`config.mk`:
```
export PLATFORM = sky130hd
export DESIGN_NAME = reqcap_queue
export DESIGN_NICKNAME = d
export VERILOG_FILES = /design/src/rtl/reqcap_pkg.sv /design/src/rtl/beat_assembler.sv /design/src/rtl/entry_fifo.sv /design/src/rtl/reqcap_queue.sv
export SDC_FILE = /design/constraint.sdc
export NUM_CORES = 1
export LEC_CHECK = 0
export BUFFER_PORTS_ARGS = -buffer_cell sky130_fd_sc_hd__buf_4
export CORE_UTILIZATION = 59
export CTS_CLUSTER_SIZE = 10
export DETAILED_ROUTE_END_ITERATION = 10
export GPL_TIMING_DRIVEN = 0
export PLACE_DENSITY = 0.76
export RECOVER_POWER = 100
export REMOVE_ABC_BUFFERS = 1
export SLEW_MARGIN = 15
export SYNTH_ARGS = -nofsm -noshare
export SYNTH_HDL_FRONTEND = slang
export SYNTH_SLANG_ARGS = --single-unit
```
`constraint.sdc`:
```
create_clock -name clk -period 3.1 [get_ports clk]
set_input_delay 0.62 -clock clk [delete_from_list [all_inputs] [get_ports clk]]
set_output_delay 0.62 -clock clk [all_outputs]
set_load 0.03 [all_outputs]
```
`src/rtl/reqcap_pkg.sv`:
```
package reqcap_pkg;

  parameter int unsigned BUS_W = 8;

  typedef struct packed {
    logic             rw;
    logic [BUS_W-1:0] addr;
    logic [BUS_W-1:0] wdata;
  } req_entry_t;

  typedef enum logic [1:0] {
    BEAT_NONE,
    BEAT_READ,
    BEAT_WADDR,
    BEAT_WDATA
  } beat_kind_e;

  function automatic beat_kind_e classify_beat(logic v, logic rw, logic ph);
    if (!v)       return BEAT_NONE;
    else if (!rw) return BEAT_READ;
    else if (!ph) return BEAT_WADDR;
    else          return BEAT_WDATA;
  endfunction

  function automatic int unsigned wrap_inc(int unsigned p, int unsigned depth);
    return (p + 1 >= depth) ? 0 : p + 1;
  endfunction

  function automatic logic busy_rule(int unsigned occ, int unsigned depth, logic pending);
    return (occ >= depth) || (pending && (occ + 1 >= depth));
  endfunction

endpackage

```
`src/rtl/beat_assembler.sv`:
```
module beat_assembler
  import reqcap_pkg::*;
(
  input  logic             clk,
  input  logic             rst_n,
  input  logic             in_valid,
  input  logic             in_rw,
  input  logic             in_phase,
  input  logic [BUS_W-1:0] in_data,
  output logic             push,
  output req_entry_t       push_entry,
  output logic             pending,
  output logic             err
);

  logic             pend_q, pend_d;
  logic [BUS_W-1:0] addr_q, addr_d;
  beat_kind_e       kind;

  always_comb begin
    kind       = classify_beat(in_valid, in_rw, in_phase);
    push       = 1'b0;
    push_entry = '0;
    err        = 1'b0;
    pend_d     = pend_q;
    addr_d     = addr_q;
    if (pend_q && kind == BEAT_WDATA) begin
      push             = 1'b1;
      push_entry.rw    = 1'b1;
      push_entry.addr  = addr_q;
      push_entry.wdata = in_data;
      pend_d           = 1'b0;
    end else begin
      if (pend_q) begin
        err    = 1'b1;
        pend_d = 1'b0;
      end
      case (kind)
        BEAT_READ: begin
          push            = 1'b1;
          push_entry.addr = in_data;
        end
        BEAT_WADDR: begin
          pend_d = 1'b1;
          addr_d = in_data;
        end
        BEAT_WDATA: err = 1'b1;
        default: ;
      endcase
    end
  end

  always_ff @(posedge clk) begin
    if (!rst_n) begin
      pend_q <= 1'b0;
      addr_q <= '0;
    end else begin
      pend_q <= pend_d;
      addr_q <= addr_d;
    end
  end

  assign pending = pend_q;

endmodule

```
`src/rtl/entry_fifo.sv`:
```
module entry_fifo
  import reqcap_pkg::*;
#(
  parameter int unsigned DEPTH = 4,
  localparam int unsigned PTR_W = (DEPTH > 1) ? $clog2(DEPTH) : 1,
  localparam int unsigned CNT_W = $clog2(DEPTH + 1)
) (
  input  logic             clk,
  input  logic             rst_n,
  input  logic             push,
  input  req_entry_t       push_entry,
  input  logic             pop,
  output req_entry_t       head,
  output logic             head_valid,
  output logic [CNT_W-1:0] occ
);

  localparam logic [CNT_W-1:0] FULL_C = CNT_W'(DEPTH);

  req_entry_t       slot_q [DEPTH];
  logic [PTR_W-1:0] rd_ptr, wr_ptr;
  logic             do_push, do_pop;

  assign do_pop  = pop && (occ != '0);
  assign do_push = push && ((occ != FULL_C) || do_pop);

  for (genvar s = 0; s < DEPTH; s++) begin : g_slot
    always_ff @(posedge clk) begin
      if (!rst_n) slot_q[s] <= '0;
      else if (do_push && wr_ptr == PTR_W'(s)) slot_q[s] <= push_entry;
    end
  end

  always_ff @(posedge clk) begin
    if (!rst_n) begin
      rd_ptr <= '0;
      wr_ptr <= '0;
      occ    <= '0;
    end else begin
      if (do_push) wr_ptr <= PTR_W'(wrap_inc(32'(wr_ptr), DEPTH));
      if (do_pop)  rd_ptr <= PTR_W'(wrap_inc(32'(rd_ptr), DEPTH));
      if (do_push && !do_pop)      occ <= occ + CNT_W'(1);
      else if (do_pop && !do_push) occ <= occ - CNT_W'(1);
    end
  end

  assign head       = slot_q[rd_ptr];
  assign head_valid = (occ != '0);

endmodule

```
`src/rtl/reqcap_queue.sv`:
```
module reqcap_queue
  import reqcap_pkg::*;
#(
  parameter int unsigned DEPTH = 4,
  localparam int unsigned CNT_W = $clog2(DEPTH + 1)
) (
  input  logic             clk,
  input  logic             rst_n,
  input  logic             in_valid,
  input  logic             in_rw,
  input  logic             in_phase,
  input  logic [BUS_W-1:0] in_data,
  output logic             busy,
  output logic             seq_err,
  output logic             out_valid,
  input  logic             out_pop,
  output logic             out_rw,
  output logic [BUS_W-1:0] out_addr,
  output logic [BUS_W-1:0] out_wdata
);

  logic             asm_push;
  req_entry_t       asm_entry;
  logic             pend_w;
  logic             asm_err;
  req_entry_t       head_w;
  logic [CNT_W-1:0] occ_w;

  beat_assembler u_asm (
    .clk        (clk),
    .rst_n      (rst_n),
    .in_valid   (in_valid),
    .in_rw      (in_rw),
    .in_phase   (in_phase),
    .in_data    (in_data),
    .push       (asm_push),
    .push_entry (asm_entry),
    .pending    (pend_w),
    .err        (asm_err)
  );

  entry_fifo #(.DEPTH(DEPTH)) u_fifo (
    .clk        (clk),
    .rst_n      (rst_n),
    .push       (asm_push),
    .push_entry (asm_entry),
    .pop        (out_pop),
    .head       (head_w),
    .head_valid (out_valid),
    .occ        (occ_w)
  );

  always_ff @(posedge clk) begin
    if (!rst_n) seq_err <= 1'b0;
    else        seq_err <= asm_err;
  end

  assign busy      = busy_rule(32'(occ_w), DEPTH, pend_w);
  assign out_rw    = head_w.rw;
  assign out_addr  = head_w.addr;
  assign out_wdata = head_w.wdata;

endmodule

```
==> results of run 1 <==
kinds of logic (layout without fill, tap and decap cells):
kind of cell | Yosys count | count (layout) | synth area share, %
AO/OA/AOI/OAI | 18 | 18 | 2.573
buffers and inverters | 28 | 63 | 3.621
AND/OR/NAND/NOR | 112 | 112 | 16.45
flip-flops | 87 | 87 | 61.50
adder cells (fa/ha/maj) | 7 | 7 | 2.414
multiplexers | 29 | 29 | 12.77
XOR/XNOR | 3 | 3 | 0.6672
placed cells by master, fill, tap and decap left out, drive strengths merged:
cell    count
a21bo       1
a21oi       2
a31o        1
and2        4
and3       32
and4       10
buf        15
bufinv      1
clkbuf     37
clkinv      5
dfxtp      19
edfxtp     68
fa          1
ha          6
inv         5
mux2i      12
mux4       17
nand2       4
nand3       3
nand3b      1
nand4       1
nor2       13
nor2b       8
nor3       32
o21ai      13
o31ai       1
or3         3
or4b        1
xor2        3
worst paths after layout:
path,start,end,slack [ns],cells past startpoint
max,u_fifo.wr_ptr[0]$_SDFFE_PN0P_,u_fifo.slot_q[0][10]$_SDFFCE_PN0P_,0.42,5
min reg2reg,u_asm.addr_q[5]$_SDFFE_PN0P_,u_asm.addr_q[5]$_SDFFE_PN0P_,0.49,2
min,u_asm.addr_q[5]$_SDFFE_PN0P_,u_asm.addr_q[5]$_SDFFE_PN0P_,0.49,2
max reg2reg,u_fifo.wr_ptr[0]$_SDFFE_PN0P_,u_fifo.slot_q[0][10]$_SDFFCE_PN0P_,0.42,5
registers in the layout (all words and copies together), names as in the netlist, named ones only:
name           flops
seq_err            1
u_asm.addr_q       8
u_asm.pending      1
u_fifo.occ         3
u_fifo.rd_ptr      2
u_fifo.slot_q     68
u_fifo.wr_ptr      2
Yosys cell counts, types with 5 or more instances:
| library cell | number | share of area [%] |
|---|---|---|
| ha_1 | 6 | 1.9 |
| nor2b_1 | 8 | 1.3 |
| and3_1 | 32 | 5.1 |
| inv_1 | 5 | 0.48 |
| buf_2 | 6 | 0.76 |
| mux4_2 | 17 | 9.7 |
| nor2_1 | 13 | 1.2 |
| clkbuf_1 | 8 | 0.76 |
| dfxtp_1 | 19 | 9.7 |
| and4_1 | 10 | 2.2 |
| edfxtp_1 | 68 | 52 |
| nor3_1 | 32 | 4.1 |
| mux2i_1 | 12 | 3.0 |
| o21ai_0 | 13 | 1.7 |
power by group through the flow:
stage / clock network, mW / registers (mW) / logic, mW
floorplan: 0 / 1.45 / 0.501
global placement: 0 / 1.48 / 0.710
detailed placement: 0 / 1.49 / 0.738
CTS: 0.855 / 1.46 / 0.743
global route: 0.905 / 1.48 / 0.700
finish: 0.850 / 1.46 / 0.656
metrics by stage:
step / instance area, sq um / power (mW) / TNS, ns / hold slack [ns] / utilization [%]
CTS: 4467 / 3.059 / 0 / 0.4943 / 69.95
finish: 4377 / 2.962 / 0 / 0.4912 / 68.53
global placement: 4174 / 2.195 / -56.71 / 0.4671 / 65.36
floorplan: 3830 / 1.952 / 0 / 0.4554 / -
detailed placement: 4247 / 2.226 / 0 / 0.4756 / 66.50
global route: 4377 / 3.083 / 0 / 0.5135 / 68.53
layer usage:
metal / vias to the layer above / routed length [um] / GRT usage [%]
met5: - / 0 / 0
met4: 0 / 97 / 10.32
met3: 9 / 451 / 4.055
met2: 69 / 3887 / 38.88
met1: 1159 / 3252 / 32.16
li1: 1146 / - / -
critical path, delay by kind of cell, from the launching register on:
family | cells | cell delay [ns]
fa+ha+maj | 1 | 0.46
buf+inv | 3 | 0.76
compound gates | 1 | 0.82
flops | 1 | 0.35
layout make-up:
| cell class | count | area, sq um |
|---|---|---|
| fill | 461 | 2009 |
| clock buffer | 14 | 185.2 |
| inverter | 9 | 33.78 |
| sequential | 87 | 2424 |
| timing repair buffer | 38 | 225.2 |
| clock inverter | 2 | 35.03 |
| tap | 77 | 96.34 |
| multi-input combinational | 169 | 1378 |
==> metrics.log, run 1 <==
INFO  metric critical_path.startpoint_type = register
INFO  metric report.final.hold_viol_count = 0
INFO  metric num_rows = 29
INFO  metric antennaDiodeCount = 0
INFO  metric power.leakage = around 1.7 nW
INFO  metric crit_type = register to register
INFO  metric net_count_reported_at_finish = about 340
INFO  metric post_cts_buffers = 0
INFO  metric die_area = 7007 sq um
INFO  metric tritoncts = done
INFO  metric setup_viol_count_final = 0
INFO  metric tightestPinTransition = around 1 ns
INFO  metric finalCritPeriodShare = between 80% and 90%
INFO  metric synth.lib_cells_used.distinct = 30
INFO  metric placed_cells = between 300 and 400
INFO  metric totalWireLength = roughly 7700 um
INFO  metric post_synth.cell_area_avg = roughly 14 sq um
INFO  metric critical_path_required = 3.16 ns
INFO  metric clock_latency = approximately 0.36 ns
INFO  metric power.density = just under 700 nW/um^2
INFO  metric status = complete, no violations
INFO  metric chipHeight = between 80 and 90 um
INFO  metric antenna_left = 0
INFO  metric cts_made_buffers = 9
INFO  metric fin_worst_skew = approximately 0.0084 ns
INFO  metric ioPinCount = 34
INFO  metric die_x = between 80 and 90 um
INFO  metric synth_sequential_area_ratio = around three fifths
INFO  metric critical_path.max_stage_delay = approximately 0.82 ns
INFO  metric path_clk_slew = ~0.07 ns
INFO  metric max-cap-violations = 0
INFO  metric first_global_vias = 2366
INFO  metric layout_setup_ws = ~0.42 ns
INFO  metric clockBufferDepth = 2
INFO  metric drc_errors = 0
INFO  metric ir_drop = about 0.53 mV
INFO  metric average_wire_per_standard_cell = between 15 and 20 um
INFO  metric critical_path.cell_chain = inv_1 -> ha_1 -> clkinv_1 -> o21ai_1 -> buf_8
INFO  metric initial_drt_pass_iterations = 4
INFO  metric grt.overflow.total = 0
INFO  metric worstPathMaxFanout = 11
INFO  metric final.min_clock_period = approximately 2.7 ns
INFO  metric net-switching-power = about 0.9 mW
INFO  metric syn_inst = between 200 and 300
INFO  metric core_area = between 6000 and 7000 sq um
INFO  metric setup.worst_path.end_class = register
INFO  metric place.port_buffers = 33
INFO  metric detailedPlace.worstSlack = 0.3931 ns
INFO  metric htreeDepth = 3
INFO  metric effective_utilization_at_floorplan = approximately 60%
INFO  metric first_pass_grt_wire_length = 12420 um
INFO  metric power.share.switching = a little under a third
INFO  metric share_of_final_layout_standard_cells_stronger_than_drive_strength_1 = roughly 16%
INFO  metric post_synthesis_register_bit_count = 87
INFO  metric place_hpwl = slightly below 5000 um
INFO  metric yosys_most_used_dff = edfxtp_1
INFO  metric seq_power_share = between 40 and 50%
INFO  metric detail_route.iter0.violations = ~190
INFO  metric final-max-slew-violation-count = 0
INFO  metric cellInternalPower = just over 2 mW
INFO  metric cts_root_buffer = clkbuf_8
INFO  metric slowest_stage = o21ai_1
INFO  metric routed-via-count = about 2400
INFO  metric rsz0062_at_grt = no
INFO  metric highest_clock_rate = approximately 0.37 GHz
INFO  metric p_clk_share = between 20% and 30%
INFO  metric grt_max_degree = 37
INFO  metric hold_class = register to register
INFO  metric cts_sink_count = 87
INFO  metric cts_hold_repair.buffers = 0
INFO  metric yosys_warnings = 0
INFO  metric async_flop_share = 0%
INFO  metric gr-usage-all-layers = 23.93%
INFO  metric cts.repair.resized = 0
INFO  metric instances_no_fill = 396
INFO  metric post_synth_instance_area = roughly 4000 sq um
INFO  metric area_growth_syn_to_layout = 11.12%
INFO  metric worst_ep_arrival_time = approximately 2.8 ns
INFO  metric via_per_inst = between 6 and 7
INFO  metric combinationalPowerShare = approximately 22%
INFO  metric antenna_violations_before_repair = 0
INFO  metric synth_enable_flop_cells = roughly 70
INFO  metric max_slew_margin = between 30% and 40%
INFO  metric globalplace.congestion = 0.7840
No activity file was read; power rests on OpenSTA's default activity.
==> inputs of run 2 (changes only) <==
CORE_UTILIZATION = 45   (was 59)
PLACE_DENSITY = 0.6   (was 0.76)
==> run 2 against run 1 <==
Combinational power barely moved. Via count is 1.1% higher. Clock power down 7.5%. Die area increased by 30%. Wire length increased by 5.3%. Clock skew grew 0.0017 ns. Global-route usage is 4.1 points lower. Hold slack better by 0.0056 ns. Sequential share of layout area fell by 0.13 points. Register-to-register slack is essentially flat. Non-clock buffer count unchanged. Highest routed layer unchanged.
==> metrics.log, run 2 (synthesis gave the netlist of run 1 again) <==
INFO  metric status = complete, no violations
INFO  metric worstSetupPathDepth = 5
INFO  metric gr-usage-met2 = between 30% and 40%
INFO  metric max_slew_margin = between 30% and 40%
INFO  metric highest_clock_rate = 0.3720 GHz
INFO  metric place.port_buffers = 33
INFO  metric busiest_layer = met2
INFO  metric power.leakage = ~1.7 nW
INFO  metric fin_worst_skew = 0.01013 ns
INFO  metric ir_drop = about 0.56 mV
INFO  metric largest_register = u_fifo.slot_q
INFO  metric placed_cells = 407
INFO  metric initial_drt_pass_iterations = 4
INFO  metric slowest_stage = o21ai_1
INFO  metric final.min_clock_period = 2.688 ns
INFO  metric cellInternalPower = ~2.0 mW
INFO  metric seq_power_share = approximately half
INFO  metric p_clk_share = 27.1%
INFO  metric power.share.switching = about a third
INFO  metric first_global_vias = between 2000 and 2500
INFO  metric post_cts_buffers = 0
INFO  metric fin_setup_tns = 0 ns
INFO  metric first_pass_grt_wire_length = 12870 um
INFO  metric path_clk_slew = 0.08 ns
INFO  metric core_area = about 8300 sq um
INFO  metric critical_path.cell_chain = inv_1 -> ha_1 -> clkinv_1 -> o21ai_1 -> buf_8
INFO  metric num_rows = 33
INFO  metric global_route.usage.met1 = about a quarter
INFO  metric antenna_left = 0
INFO  metric gr-usage-all-layers = 19.85%
INFO  metric area_growth_syn_to_layout = 11.37%
INFO  metric critical_path.max_stage_delay = a little under 0.9 ns
INFO  metric routed-via-count = 2410
INFO  metric cts.repair.resized = 0
INFO  metric fillCellCount = approximately 770
INFO  metric clockBufferDepth = 2
INFO  metric net_count_reported_at_finish = roughly 340
INFO  metric final_cell_mix = 68 x edfxtp_1, 32 x nor3_1, 32 x and3_1
INFO  metric crit_type = register to register
INFO  metric total_area_of_multi_input_combinational_cells = roughly 1400 sq um
INFO  metric detail_route.iter0.violations = between 70 and 80
INFO  metric critical_path_buf_inv_count = 3
INFO  metric htreeDepth = 3
INFO  metric final_util = between 50% and 60%
INFO  metric grt_use_met3 = ~2.6%
INFO  metric mostFrequentLayoutCell = edfxtp_1
INFO  metric report.final.hold_viol_count = 0
INFO  metric setup.worst_path.end_class = register
INFO  metric place_hpwl = between 5000 and 6000 um
INFO  metric reg_top3 = u_fifo.slot_q (68), u_asm.addr_q (8), u_fifo.occ (3)
INFO  metric cts_made_buffers = 9
INFO  metric net-switching-power = approximately 0.93 mW
INFO  metric detailedPlace.worstSlack = between 0.3 and 0.4 ns
INFO  metric reg2reg_depth = 5
INFO  metric grt_max_degree = 37
INFO  metric combinationalPowerShare = a little under a quarter
INFO  metric final-max-slew-violation-count = 0
INFO  metric sequential_cell_area = 2424 sq um
INFO  metric hold_class = register to register
INFO  metric total_power = about 2.9 mW
INFO  metric die_area = 9131 sq um
INFO  metric worstPathMaxFanout = 10
INFO  metric max-cap-violations = 0
INFO  metric ioPinCount = 34
INFO  metric finalCritPeriodShare = between 80 and 90%
INFO  metric chipHeight = 95.56 um
INFO  metric worst_ep_arrival_time = 2.75 ns
INFO  metric critical_path_required = approximately 3.2 ns
INFO  metric timing.hold.worst_path_depth = 2
INFO  metric totalWireLength = between 8000 and 9000 um
INFO  metric tightestPinTransition = around 1.0 ns
INFO  metric cts_sink_count = 87
INFO  metric effective_utilization_at_floorplan = 47.22%
INFO  metric tritoncts = done
INFO  metric grt.overflow.total = 0
INFO  metric power.density = 660.9 nW/um^2
INFO  metric setup_viol_count_final = 0
INFO  metric critical_path.startpoint_type = register
INFO  metric instances_no_fill = roughly 420
INFO  metric share_of_final_layout_standard_cells_stronger_than_drive_strength_1 = 16.30%
INFO  metric die_x = approximately 96 um
INFO  metric antenna_violations_before_repair = 0
INFO  metric cts_hold_repair.buffers = 0
INFO  metric drc_errors = 0
INFO  metric largest_register_ffs = 68
INFO  metric cts_root_buffer = clkbuf_8
INFO  metric layout_setup_ws = about 0.41 ns
INFO  metric via_per_inst = 5.684
INFO  metric antennaDiodeCount = 0
INFO  metric rsz0062_at_grt = no
INFO  metric critical-path-top-delay-family = compound AO/OA/AOI/OAI gates
INFO  metric average_wire_per_standard_cell = approximately 19 um
INFO  metric globalplace.congestion = 0.7638
INFO  metric clock_latency = ~0.35 ns
-- run 2: changes by cell type in the layout (fill, tap and decap cells not counted) --
cell        delta
and2_0         +2
and2_1         -2
clkbuf_1       -3
clkbuf_16      -2
clkinv_1       +1
clkinv_4       +1
clkinvlp_4     +2
inv_6          +1
-- run 2: final timing paths --
check                                              startpoint                                 to  slack (ns)
worst max-delay path            u_fifo.wr_ptr[1]$_SDFFE_PN0P_  u_fifo.slot_q[1][7]$_SDFFCE_PN0P_        0.41
worst min-delay path            u_fifo.rd_ptr[0]$_SDFFE_PN0N_                           register        0.50
worst max register to register  u_fifo.wr_ptr[1]$_SDFFE_PN0P_  u_fifo.slot_q[1][7]$_SDFFCE_PN0P_        0.41
worst min register to register  u_fifo.rd_ptr[0]$_SDFFE_PN0N_                           register        0.50
-- run 2: tightest hold or removal path, delay by kind of cell (launching register included) --
kind	cells	cell delay [ns]
flip-flops	1	0.33
AO/OA/AOI/OAI	1	0.07
AND/OR/NAND/NOR	1	0.06
-- run 2: routing by layer --
layer	wire length (um)	share of wire (%)
met5	0	0
met4	124	1.5
met3	262	3.2
met2	4013	50
met1	3696	46
-- run 2: per-stage QoR --
step,instance area [sq um],hold slack [ns]
after floorplan,3830,0.4554
after global placement,4209,0.4688
after detailed placement,4282,0.4777
after CTS,4477,0.4897
after global routing,4387,0.5254
final,4387,0.4968
-- run 2: power by group through the flow --
stage	Sequential [mW]	Clock, mW	Combinational (mW)
after detailed placement	1.49	0	0.741
final	1.46	0.786	0.658
after global placement	1.49	0	0.718
after floorplan	1.45	0	0.501
after CTS	1.46	0.798	0.744
after global routing	1.48	0.837	0.713
-- run 2: area by class of cell --
cell class | count | area share [%]
Clock buffer | 9 | 2.824
Clock inverter | 7 | 1.626
Inverter | 9 | 0.7701
Multi-Input combinational cell | 169 | 31.40
Sequential cell | 87 | 55.25
Tap cell | 105 | 2.995
Timing Repair Buffer | 38 | 5.134
